[config.mk]
export PLATFORM = sky130hd
export DESIGN_NAME = stoch_bit_emu
export DESIGN_NICKNAME = d
export VERILOG_FILES = /design/src/rtl/sbe_pkg.sv /design/src/rtl/sbe_side_decode.sv /design/src/rtl/sbe_threshold.sv /design/src/rtl/sbe_lfsr.sv /design/src/rtl/stoch_bit_emu.sv
export SDC_FILE = /design/constraint.sdc
export NUM_CORES = 1
export LEC_CHECK = 0
export BUFFER_PORTS_ARGS = -buffer_cell sky130_fd_sc_hd__buf_2
export CAP_MARGIN = 20
export CORE_UTILIZATION = 55
export DETAILED_ROUTE_END_ITERATION = 8
export PLACE_DENSITY = 0.77
export RECOVER_POWER = 50
export SYNTH_ARGS = -nofsm -noshare
export SYNTH_HDL_FRONTEND = slang
export SYNTH_HIERARCHICAL = 1
export SYNTH_SLANG_ARGS = --single-unit
[constraint.sdc]
create_clock -name clk -period 0.8 [get_ports clk]
set_input_delay 0.08 -clock clk [delete_from_list [all_inputs] [get_ports clk]]
set_output_delay 0.08 -clock clk [all_outputs]
set_load 0.02 [all_outputs]
[src/rtl/sbe_pkg.sv]
package sbe_pkg;
  localparam int DEF_CODE_W = 6;
  localparam int DEF_LFSR_W = 16;
  localparam int DEF_TH_W   = 8;
  localparam int DEF_STEP   = 5;
  localparam logic [15:0] DEF_TAPS = 16'hB400;
  localparam logic [15:0] DEF_SEED = 16'h0001;

  typedef enum logic {
    PH_EQUAL = 1'b0,
    PH_HELD  = 1'b1
  } phase_t;
endpackage

[src/rtl/sbe_side_decode.sv]
module sbe_side_decode #(
  parameter int CODE_W = 6,
  localparam int CELLS = CODE_W - 1
) (
  input  logic [CODE_W-1:0] code,
  output logic [CELLS-1:0]  left_on,
  output logic [CELLS-1:0]  right_on
);
  logic side_sel;
  assign side_sel = code[CODE_W-1];

  for (genvar i = 0; i < CELLS; i++) begin : g_cell
    assign left_on[i]  = ~side_sel &  code[i];
    assign right_on[i] =  side_sel & ~code[i];
  end
endmodule

[src/rtl/sbe_threshold.sv]
module sbe_threshold #(
  parameter int CELLS = 5,
  parameter int TH_W  = 8,
  parameter int STEP  = 5,
  localparam int SW    = TH_W + CELLS + 6,
  localparam int MID   = 1 << (TH_W - 1),
  localparam int MAXTH = (1 << TH_W) - 1
) (
  input  logic [CELLS-1:0] left_on,
  input  logic [CELLS-1:0] right_on,
  output logic [TH_W-1:0]  thr
);
  logic signed [SW-1:0] acc;

  always_comb begin
    acc = $signed(SW'(MID)) + $signed(SW'(STEP)) *
          ($signed(SW'(left_on)) - $signed(SW'(right_on)));
    if (acc < $signed(SW'(0)))
      thr = '0;
    else if (acc > $signed(SW'(MAXTH)))
      thr = TH_W'(MAXTH);
    else
      thr = acc[TH_W-1:0];
  end
endmodule

[src/rtl/sbe_lfsr.sv]
module sbe_lfsr #(
  parameter int          W    = 16,
  parameter logic [W-1:0] TAPS = 16'hB400,
  parameter logic [W-1:0] INIT = 16'h0001
) (
  input  logic         clk,
  input  logic         rst_n,
  input  logic         step,
  input  logic         load,
  input  logic [W-1:0] seed,
  output logic [W-1:0] q
);
  logic [W-1:0] q_n;
  logic         fb;

  always_comb begin
    fb = ^(q & TAPS);
    if (load)
      q_n = (seed == '0) ? INIT : seed;
    else if (step)
      q_n = {q[W-2:0], fb};
    else
      q_n = q;
  end

  always_ff @(posedge clk or negedge rst_n) begin
    if (!rst_n)
      q <= INIT;
    else if (load || step)
      q <= q_n;
  end
endmodule

[src/rtl/stoch_bit_emu.sv]
module stoch_bit_emu
  import sbe_pkg::*;
#(
  parameter int               CODE_W = DEF_CODE_W,
  parameter int               LFSR_W = DEF_LFSR_W,
  parameter int               TH_W   = DEF_TH_W,
  parameter int               STEP   = DEF_STEP,
  parameter logic [LFSR_W-1:0] TAPS  = DEF_TAPS,
  parameter logic [LFSR_W-1:0] INIT  = DEF_SEED,
  localparam int CELLS = CODE_W - 1
) (
  input  logic              clk,
  input  logic              rst_n,
  input  logic              en,
  input  logic              rd,
  input  logic [CODE_W-1:0] code,
  input  logic              seed_load,
  input  logic [LFSR_W-1:0] seed,
  output logic              bit_q,
  output logic              pulse_o
);
  // reset: asynchronous assert, synchronous release
  logic [1:0] rst_pipe;
  logic       rst_sync_n;

  always_ff @(posedge clk or negedge rst_n) begin
    if (!rst_n)
      rst_pipe <= 2'b00;
    else
      rst_pipe <= {rst_pipe[0], 1'b1};
  end
  assign rst_sync_n = rst_pipe[1];

  logic [CELLS-1:0]  left_on, right_on;
  logic [TH_W-1:0]   thr;
  logic [LFSR_W-1:0] lfsr_q;

  sbe_side_decode #(.CODE_W(CODE_W)) u_dec (
    .code     (code),
    .left_on  (left_on),
    .right_on (right_on)
  );

  sbe_threshold #(.CELLS(CELLS), .TH_W(TH_W), .STEP(STEP)) u_thr (
    .left_on  (left_on),
    .right_on (right_on),
    .thr      (thr)
  );

  logic en_q, en_n;
  logic eval;
  logic bit_n;
  phase_t phase_q, phase_n;
  logic draw;

  assign eval = en & ~en_q;
  assign draw = (lfsr_q[LFSR_W-1 -: TH_W] < thr);

  sbe_lfsr #(.W(LFSR_W), .TAPS(TAPS), .INIT(INIT)) u_lfsr (
    .clk   (clk),
    .rst_n (rst_sync_n),
    .step  (eval),
    .load  (seed_load),
    .seed  (seed),
    .q     (lfsr_q)
  );

  always_comb begin
    en_n    = en;
    bit_n   = bit_q;
    phase_n = phase_q;
    if (!en) begin
      bit_n   = 1'b0;
      phase_n = PH_EQUAL;
    end else if (eval) begin
      bit_n   = draw;
      phase_n = PH_HELD;
    end
  end

  always_ff @(posedge clk or negedge rst_sync_n) begin
    if (!rst_sync_n) begin
      en_q    <= 1'b0;
      bit_q   <= 1'b0;
      phase_q <= PH_EQUAL;
    end else begin
      en_q    <= en_n;
      bit_q   <= bit_n;
      phase_q <= phase_n;
    end
  end

  logic valid_q;
  assign valid_q = (phase_q == PH_HELD);
  assign pulse_o = valid_q & rd & bit_q;
endmodule

**After elaboration in Yosys (flattened, before gate mapping)**

Cells that the tools add are included.

- Equal/unequal tests: 1
- Muxes and demuxes: 9
- Bitwise gates (word level): 20
- Add/sub/neg operators: 2
- Multiply operators: 1
- Reduce and logical (&&, ||, !) cells: 5
- Order comparisons: 3

Operators by type and width:

| kind | count |
|---|---|
| two-way mux 16 bit | 3 |
| adder 9 x 19 -> 19 bit, first input constant | 1 |
| greater-than comparator 19 x 9 -> 1 bit, second input constant | 1 |
| < comparator 19 x 1 -> 1 bit, second input constant | 1 |
| multiplier 4 x 19 -> 19 bit, first input constant | 1 |
| logical NOT 16 bit | 1 |
| two-way mux 8 bit | 2 |
| XOR reduction 16 bit | 1 |
| AND 1 bit | 13 |
| < comparator 8 bit | 1 |
| NOT 1 bit | 7 |
| subtractor 5 x 5 -> 6 bit | 1 |
| two-way mux 1 bit | 4 |
| != test 2 x 1 -> 1 bit, second input constant | 1 |
| AND reduction 2 bit | 1 |
| nonzero test 2 bit | 1 |
| logical OR 1 bit | 1 |

- Register bits after elaboration: 21
- Output and inout bits: 2
- Logic and storage cells: 46
- Bits of input ports: 27

**Logic depth before layout (Yosys ltp)**

Gate-level depths: netlist (run 1).

- Depth in word-level cells: 11
- Gate-level depth with buffers: 25
- Depth with buffers taken out: 23

**Cells and area by module**

The synthesis (run 1) kept the hierarchy.

Modules (own cells, without submodules):

| module | area an instance (sq um) | instances | sequential area each (sq um) | cells an instance |
|---|---|---|---|---|
| sbe_lfsr | 799.5 | 1 | 401.6 | 77 |
| sbe_threshold | 711.9 | 1 | 0.0 | 93 |
| stoch_bit_emu | 380.4 | 1 | 125.1 | 35 |
| sbe_side_decode | 62.6 | 1 | 0.0 | 10 |

**Worst setup path after synthesis (run 1)**

No wires, ideal clock.

- Kind: input to register
- Start point: input code[0]
- End point: register bit_q
- Arrival: 4922 ps
- Stages on the path: 24
- Data required time: 733 ps
- Buffers on the path: 1
- Setup time: 67 ps
- Slack: -4189 ps
- Path through: nor2b_1 inv_1 ha_1 fa_1 nand2b_1 a21oi_1 xnor2_1 inv_1 ha_1 fa_1 a21o_1 a21o_2 a21oi_1 nand3_1 ha_1 nor4bb_1 clkbuf_1 nand3_1 o211a_1 inv_1 ha_1 and3_1 a221oi_2 o221a_1

- Longest elaborated chain between the ends: 11
- Elaborated cells on any way between the ends: 13
- Classes of those cells: add/sub: 2; mul: 1; order compare: 3; mux: 4; bitwise: 3

RTL lines:

| element | line | RTL |
|---|---|---|
| start: declaration | stoch_bit_emu.sv:16 | `input logic [CODE_W-1:0] code,` |
| NOT 1 bit | sbe_side_decode.sv:14 | `assign right_on[i] = side_sel & ~code[i];` |
| AND 1 bit | sbe_side_decode.sv:14 |  |
| subtractor 5 x 5 -> 6 bit (*) | sbe_threshold.sv:17 | `($signed(SW'(left_on)) - $signed(SW'(right_on)));` |
| multiplier 4 x 19 -> 19 bit (*) | sbe_threshold.sv:16 | `acc = $signed(SW'(MID)) + $signed(SW'(STEP)) *` |
| adder 9 x 19 -> 19 bit (*) | sbe_threshold.sv:16 |  |
| greater-than comparator 19 x 9 -> 1 bit | sbe_threshold.sv:20 | `else if (acc > $signed(SW'(MAXTH)))` |
| two-way mux 8 bit | sbe_threshold.sv:20 |  |
| two-way mux 8 bit (*) | sbe_threshold.sv:18 | `if (acc < $signed(SW'(0)))` |
| net thr[7] | stoch_bit_emu.sv:35 | `logic [TH_W-1:0] thr;` |
| < comparator 8 bit (*) | stoch_bit_emu.sv:57 | `assign draw = (lfsr_q[LFSR_W-1 -: TH_W] < thr);` |
| two-way mux 1 bit (*) | stoch_bit_emu.sv:75 | `end else if (eval) begin` |
| two-way mux 1 bit (*) | stoch_bit_emu.sv:72 | `if (!en) begin` |
| end signal: assignment | stoch_bit_emu.sv:88 | `bit_q <= bit_n;` |
| end: declaration | stoch_bit_emu.sv:19 | `output logic bit_q,` |

The timed path passes the listed nets; every way through them passes the cells marked *. The select of a mux whose other input is x is not followed.
A chain may end at the register's enable or synchronous reset.

**Worst setup path after layout (run 1)**

- Start point: input code[5]
- End point: register bit_q

- Longest elaborated chain between the ends: 11
- Elaborated cells on any way between the ends: 21
- Classes of those cells: add/sub: 2; mul: 1; order compare: 3; mux: 4; bitwise: 11

RTL lines:

| element | line | RTL |
|---|---|---|
| NOT 1 bit (*) | sbe_side_decode.sv:13 | `assign left_on[i] = ~side_sel & code[i];` |
| AND 1 bit (*) | sbe_side_decode.sv:13 |  |
| net left_on[0] | stoch_bit_emu.sv:34 | `logic [CELLS-1:0] left_on, right_on;` |
| subtractor 5 x 5 -> 6 bit (*) | sbe_threshold.sv:17 |  |
| multiplier 4 x 19 -> 19 bit (*) | sbe_threshold.sv:16 |  |
| adder 9 x 19 -> 19 bit (*) | sbe_threshold.sv:16 |  |
| greater-than comparator 19 x 9 -> 1 bit | sbe_threshold.sv:20 |  |
| two-way mux 8 bit | sbe_threshold.sv:20 |  |
| two-way mux 8 bit (*) | sbe_threshold.sv:18 |  |
| net thr[3] | stoch_bit_emu.sv:35 |  |
| < comparator 8 bit (*) | stoch_bit_emu.sv:57 |  |
| two-way mux 1 bit (*) | stoch_bit_emu.sv:75 |  |
| two-way mux 1 bit (*) | stoch_bit_emu.sv:72 |  |

Marked as above.

==> out/summary.txt, run 1 <==
Hold_ws: 0.0738 ns
Critical path destination: bit_q
WP data arrival: 4.81 ns
CTS clk-pin slew, worst paths: 0.12 ns
Drt total wl: 7.19 mm
NumNets Final: 359
Sequential share of the synthesized area: 27.0%
IO Port Bufs: 28
Failing checks: negative setup slack
Ys Warns: 6
Reg2Reg Depth: 4
Yosys cell types: 55
DRC: 0
Dominant cell type by area after synthesis: dfrtp_1
Layout cell share with drive strength beyond 1: 45.8%
DIE AREA: 3800 sq um
RePlAce Congestion: 0.946
Startpoint types: primary input
First-pass DRT Iterations: 5
Slew Viols, Final: 0
Top Ports: 29
Worst r2r dst: bit_q
Die width: 61.6 um
Maximum clock frequency: 0.217 GHz
Top post-synthesis cells by area: dfrtp_1, ha_1, mux2i_1, inv_1, o21ai_0
# Max-Cap Violations: 0
Pwr Density: 2140 nW/um^2
H-tree depth: 1
Final hold vios: 0
Post-DR vias/cell: 6.22
Top FF cell, synth: dfrtp_1
Crit path time final: 4.60 ns
Initial core utilization: 58.1%
DR iter-0 viols: 195
Syn Area/Cell: 9.09 sq um
Core area: 3360 sq um
P_leak: 1.45 nW
Post-DP HPWL: 3.46 mm
Syn nets: 267
Clk buf depth: 2
Vias in the first global route: 1988
Clock Latency Late Sink: 0.32 ns
Req. time, crit path: 1.01 ns
Period utilization: 575%
Wire per inst: 20.4 um
R2r setup slk: -0.73 ns
Yosys reg bits: 21
CTS tree: built
Antenna Violating Nets Remaining: 0
Setup crit end kind: flop
Worst setup margin: -3.80 ns
Total gr overflow: 0
Critical path class: in2reg
RSZ-0062 raised after global routing: true
Max-slew headroom: 67.8%
Crit path max fanout: 7
Crit path from: code[5]
FP Rows: 21
Root Buffer: clkbuf_4
Ant. Diodes: 0
Layout area overhead: 56.3%
Synthesized cell area: 1950 sq um
EDFF count, synth: 0
Hold Path Class: in2async
Clock sink count: 21
Worst R2R Start: u_lfsr/q[14]
Worst slew pin tran: 0.471 ns
Gate count of the mapped netlist: 215
Clock buffer count from CTS: 3
Vias: 2191
Layout filler cell count: 141
Power, Total: 0.00653 W
Clock Skew: 0.00171 ns
Total GRT Usage: 34.2%
Largest net degree at the start of global routing: 33
First-pass GRT wire length: 9.07 mm
Setup violations, final: 20
VDD IR-drop max: 2.02 mV
Share of flip-flops with an asynchronous set or reset: 100%
Die height: 61.6 um
Share of the synthesized area in the top cell type: 25.6%
Initial antenna violation count: 0
Status: finished, violations left
-- flip-flops by register name, summed over array words and instances, names as in the netlist --
register and cells:
bit_q 1, u_lfsr/q 16, rst_pipe 2, phase_q 1
en_q 1
-- cells in the mapped netlist (2+ instances only) --
cell / count
nor4_1: 3
nand2_1: 20
nor2_1: 5
nor2b_1: 11
xnor2_1: 8
xor2_1: 2
inv_1: 25
and3_1: 2
ha_1: 23
fa_1: 2
a41oi_1: 7
a311o_1: 2
a21o_1: 3
nand3_1: 3
dfrtp_1: 20
a21oi_1: 6
o21ai_0: 16
clkbuf_1: 4
nor3_1: 2
mux2i_1: 16
-- cell usage in the layout, fill, tap and decap left out, drive strengths merged, types with 5 or more instances in the layout --
cell,n
nor2b,11
xnor2,8
inv,26
a41oi,7
a21oi,6
dfrtp,20
nand2,21
dlygate4sd3,11
mux2i,16
o21ai,17
buf,81
nor2,5
clkbuf,6
ha,23
-- critical path, stage by stage --
cell and delay (ns):
buf_4 0.14, nor2b_1 0.10, inv_1 0.06, ha_2 0.19, fa_2 0.57, inv_1 0.06
ha_1 0.28, ha_2 0.19, fa_2 0.39, a21o_1 0.19, a21o_4 0.24, buf_4 0.15
a21oi_4 0.14, buf_4 0.16, ha_1 0.22, nor4bb_4 0.16, buf_4 0.15, buf_4 0.16
a41oi_1 0.28, inv_1 0.10, ha_1 0.29, o21a_1 0.15, o2111ai_2 0.11, o221a_1 0.23
-- per-layer routing --
metal,share of wire [%],track usage (%),vias to the layer above
li1,-,-,951
met1,34,37.9,1027
met3,8.6,7.14,60
met2,50,59.9,153
met5,0,0,-
met4,7.3,21.0,0
-- worst min-delay path by stage --
stage,startpoint,cells after the start,slack (ns),end
3_5_place_dp,rst_n,1,-0.13,rst_pipe[1]
4_1_cts,rst_n,2,0.05,rst_pipe[1]
6_report,rst_n,2,0.07,rst_pipe[1]
3_3_place_gp,rst_n,1,-0.14,rst_pipe[0]
5_1_grt,rst_n,2,0.09,rst_pipe[1]
2_1_floorplan,rst_n,0,-0.22,rst_pipe[0]
-- through the flow --
step | TNS [ns] | cell area (sq um) | utilization (%) | setup WS [ns] | cells
finish | -11.55 | 3050 | 90.8 | -3.80 | 352
global route | -12.36 | 3050 | 90.8 | -4.02 | 352
CTS | -10.51 | 2910 | 86.6 | -3.51 | 351
detailed placement | -10.36 | 2610 | 77.6 | -3.99 | 329
global placement | -9.47 | 2610 | 77.6 | -3.85 | 329
floorplan | -8.87 | 2080 | - | -3.71 | 215
-- where the power goes --
part | leakage [nW] | total [W] | internal [W] | switching (W)
clock | 0.0177 | 0.000539 | 0.000188 | 0.000352
combinational | 1.17 | 0.00470 | 0.00231 | 0.00239
sequential | 0.254 | 0.00129 | 0.00117 | 0.000114
total | 1.45 | 0.00653 | 0.00367 | 0.00286
-- final cells by class --
type	count	area (sq um)	share of cell area, %
timing repair buffer	95	739	24.2
tap	46	57.6	1.88
clock inverter	1	5.00	0.164
inverter	26	97.6	3.20
sequential	21	527	17.2
multi-input combinational	160	1610	52.6
clock buffer	3	22.5	0.737
-- logic make-up after synthesis --
group	synth area share, %
flip-flops	27.0
buffers and inverters	7.55
XOR/XNOR	4.48
multiplexers	8.19
other	0.192
adder cells (fa/ha/maj)	16.8
AND/OR/NAND/NOR	15.3
AO/OA/AOI/OAI	20.6
-- repair_timing --
item	in CTS	in global routing
setup endpoints to repair	20	20
pin swaps	12	4
gates cloned	1	0
setup buffers	6	1
endpoints found under the hold margin	12	0
hold buffers	11	0
resized for setup	21	25
No activity file was read; power rests on OpenSTA's default activity.
==> inputs of run 2 (changes only) <==
--- a/config.mk
+++ b/config.mk
@@ -7,9 +7,9 @@
 export LEC_CHECK = 0
 export BUFFER_PORTS_ARGS = -buffer_cell sky130_fd_sc_hd__buf_2
 export CAP_MARGIN = 20
-export CORE_UTILIZATION = 55
+export CORE_UTILIZATION = 40
 export DETAILED_ROUTE_END_ITERATION = 8
-export PLACE_DENSITY = 0.77
+export PLACE_DENSITY = 0.59
 export RECOVER_POWER = 50
 export SYNTH_ARGS = -nofsm -noshare
 export SYNTH_HDL_FRONTEND = slang
==> run 2 against run 1 <==
Compared with the run above:
- the flow still finishes with violations (negative setup slack)
- sequential power barely moved
- count of clock-buffer cells in the layout increased by 1
- wire length down 38%
- critical path type unchanged
- largest cell class unchanged
- highest routed layer unchanged
==> out/summary.txt, run 2 (synthesis gave the netlist of run 1 again) <==
FP Rows: 25
Total gr overflow: 0
Met1 Wirelength: 2.00 mm
Layout area overhead: 52.1%
IO Port Bufs: 28
WP data arrival: 4.56 ns
Top delay family on crit path: adder cells
DR iter-0 viols: 59
Post-DR vias/cell: 4.84
Max Used Layer: met4
WL met3: 85 um
Final hold vios: 0
Initial core utilization: 41.4%
Layout cell share with drive strength beyond 1: 45.4%
Cell Count, Final, Fillers Out: 371
Power, Total: 0.00625 W
Root Buffer: clkbuf_8
Slew Viols, Final: 0
CTS clk-pin slew, worst paths: 0.08 ns
Top Ports: 29
Vias: 1797
First-pass DRT Iterations: 4
Most frequent cells in the layout: buf_4, buf_2, inv_1
Area after DPL: 2710 sq um
Post-DP HPWL: 3.48 mm
Crit path max fanout: 7
P_leak: 1.43 nW
Initial antenna violation count: 0
Critical path class: in2reg
VDD IR-drop max: 1.14 mV
Max reg flops: 16
DRC: 0
DIE AREA: 5170 sq um
H-tree depth: 1
Layout filler cell count: 410
Die height: 71.9 um
Clock Latency Late Sink: 0.26 ns
Hold Path Class: in2reg
Status: finished, violations left
Die width: 71.9 um
Register area: 528 sq um
Req. time, crit path: 1.00 ns
Maximum clock frequency: 0.229 GHz
NumNets Final: 357
Worst Path Buf+Inv: 5
Post-route cell area: 2970 sq um
Wire per inst: 12.0 um
Worst setup margin: -3.57 ns
Slowest-stage cell, CP: fa_2
Clk buf depth: 2
Clock Skew: 0.00317 ns
Pwr Density: 2100 nW/um^2
Multi-input combinational cell area: 1530 sq um
Crit path cell chain: buf_4, nor2b_1, inv_1, ha_2, fa_2, inv_1, ha_1, ha_2, fa_2, a21o_1, a21o_4, a21oi_4, nand3_2, ha_1, nor4bb_2, buf_4, nand3_1, o211a_1, inv_2, ha_4, and3_4, a221oi_2, o221a_1
Failing checks: negative setup slack
RePlAce Congestion: 0.815
Met2 routed WL: 2.27 mm
Core area: 4720 sq um
Largest net degree at the start of global routing: 33
Drt total wl: 4.46 mm
Top Registers: u_lfsr/q x16, rst_pipe x2
Vias in the first global route: 1792
Clock sink count: 21
Most common cell after layout, fill and taps aside: buf_4
Placed Cells: 358
RSZ-0062 raised after global routing: true
Crit path largest cell delay: 0.54 ns
Clock buffer count from CTS: 3
Crit path time final: 4.37 ns
# Max-Cap Violations: 0
Setup crit end kind: flop
Total GRT Usage: 19.1%
Place WS: -3.95 ns
CTS tree: built
Ant. Diodes: 0
First-pass GRT wire length: 7.86 mm
Antenna Violating Nets Remaining: 0
Startpoint types: primary input
Setup violations, final: 19
Period utilization: 546%
Most flop-heavy register: u_lfsr/q
[run 2: worst reg2reg max path, cell delays in order (launching register included)]
cell and delay [ns]:
dfrtp_1 0.39, ha_1 0.30, a21o_1 0.18, a221oi_2 0.28, o221a_1 0.21
[run 2: what timing repair did]
action | CTS | global route
gates resized for setup | 20 | 10
setup buffers | 6 | 1
hold buffers | 1 | 0
cloned | 1 | 0
pin swaps | 15 | 2
hold endpoints to repair | 2 | 0
setup endpoints to repair | 19 | 19
[run 2: worst paths after layout]
kind,end,depth (start not counted),slack (ns),startpoint
worst min-delay path,u_lfsr/q[2],3,0.04,seed[2]
min in group asynchronous,phase_q,0,0.05,rst_pipe[1]
worst max-delay path,bit_q,23,-3.57,code[5]
max in group asynchronous,u_lfsr/q[0],1,0.11,rst_pipe[1]
worst min register to register,phase_q,0,0.05,rst_pipe[1]
worst max register to register,bit_q,4,-0.62,u_lfsr/q[14]
[run 2: where the power goes]
part	switching (W)	internal (W)	total, W
combinational	0.00197	0.00233	0.00430
clock	0.000338	0.000355	0.000692
sequential	0.0000850	0.00118	0.00126
[run 2: area by class of cell]
cell class              count  share of cell area, %
flip-flops and latches     21                   17.8
repair buffers             93                   23.3
well taps                  67                   2.82
inverters                  26                   3.28
multi-input cells         160                   51.3
clock buffers               4                   1.52
[run 2: routing by layer]
metal  vias up  track usage, %
met3         6           0.972
met1       817            23.4
met4         0            7.41
li1        939               -
met5         -               0
met2        35            35.4
[run 2: per-stage QoR]
stage	util, %	hold slack [ns]	setup TNS [ns]
finish	62.9	0.0410	-10.16
global placement	57.4	-0.132	-9.86
detailed placement	57.4	-0.129	-9.98
global route	62.9	0.0490	-11.25
CTS	62.2	0.0421	-10.35
floorplan	-	-0.216	-8.87
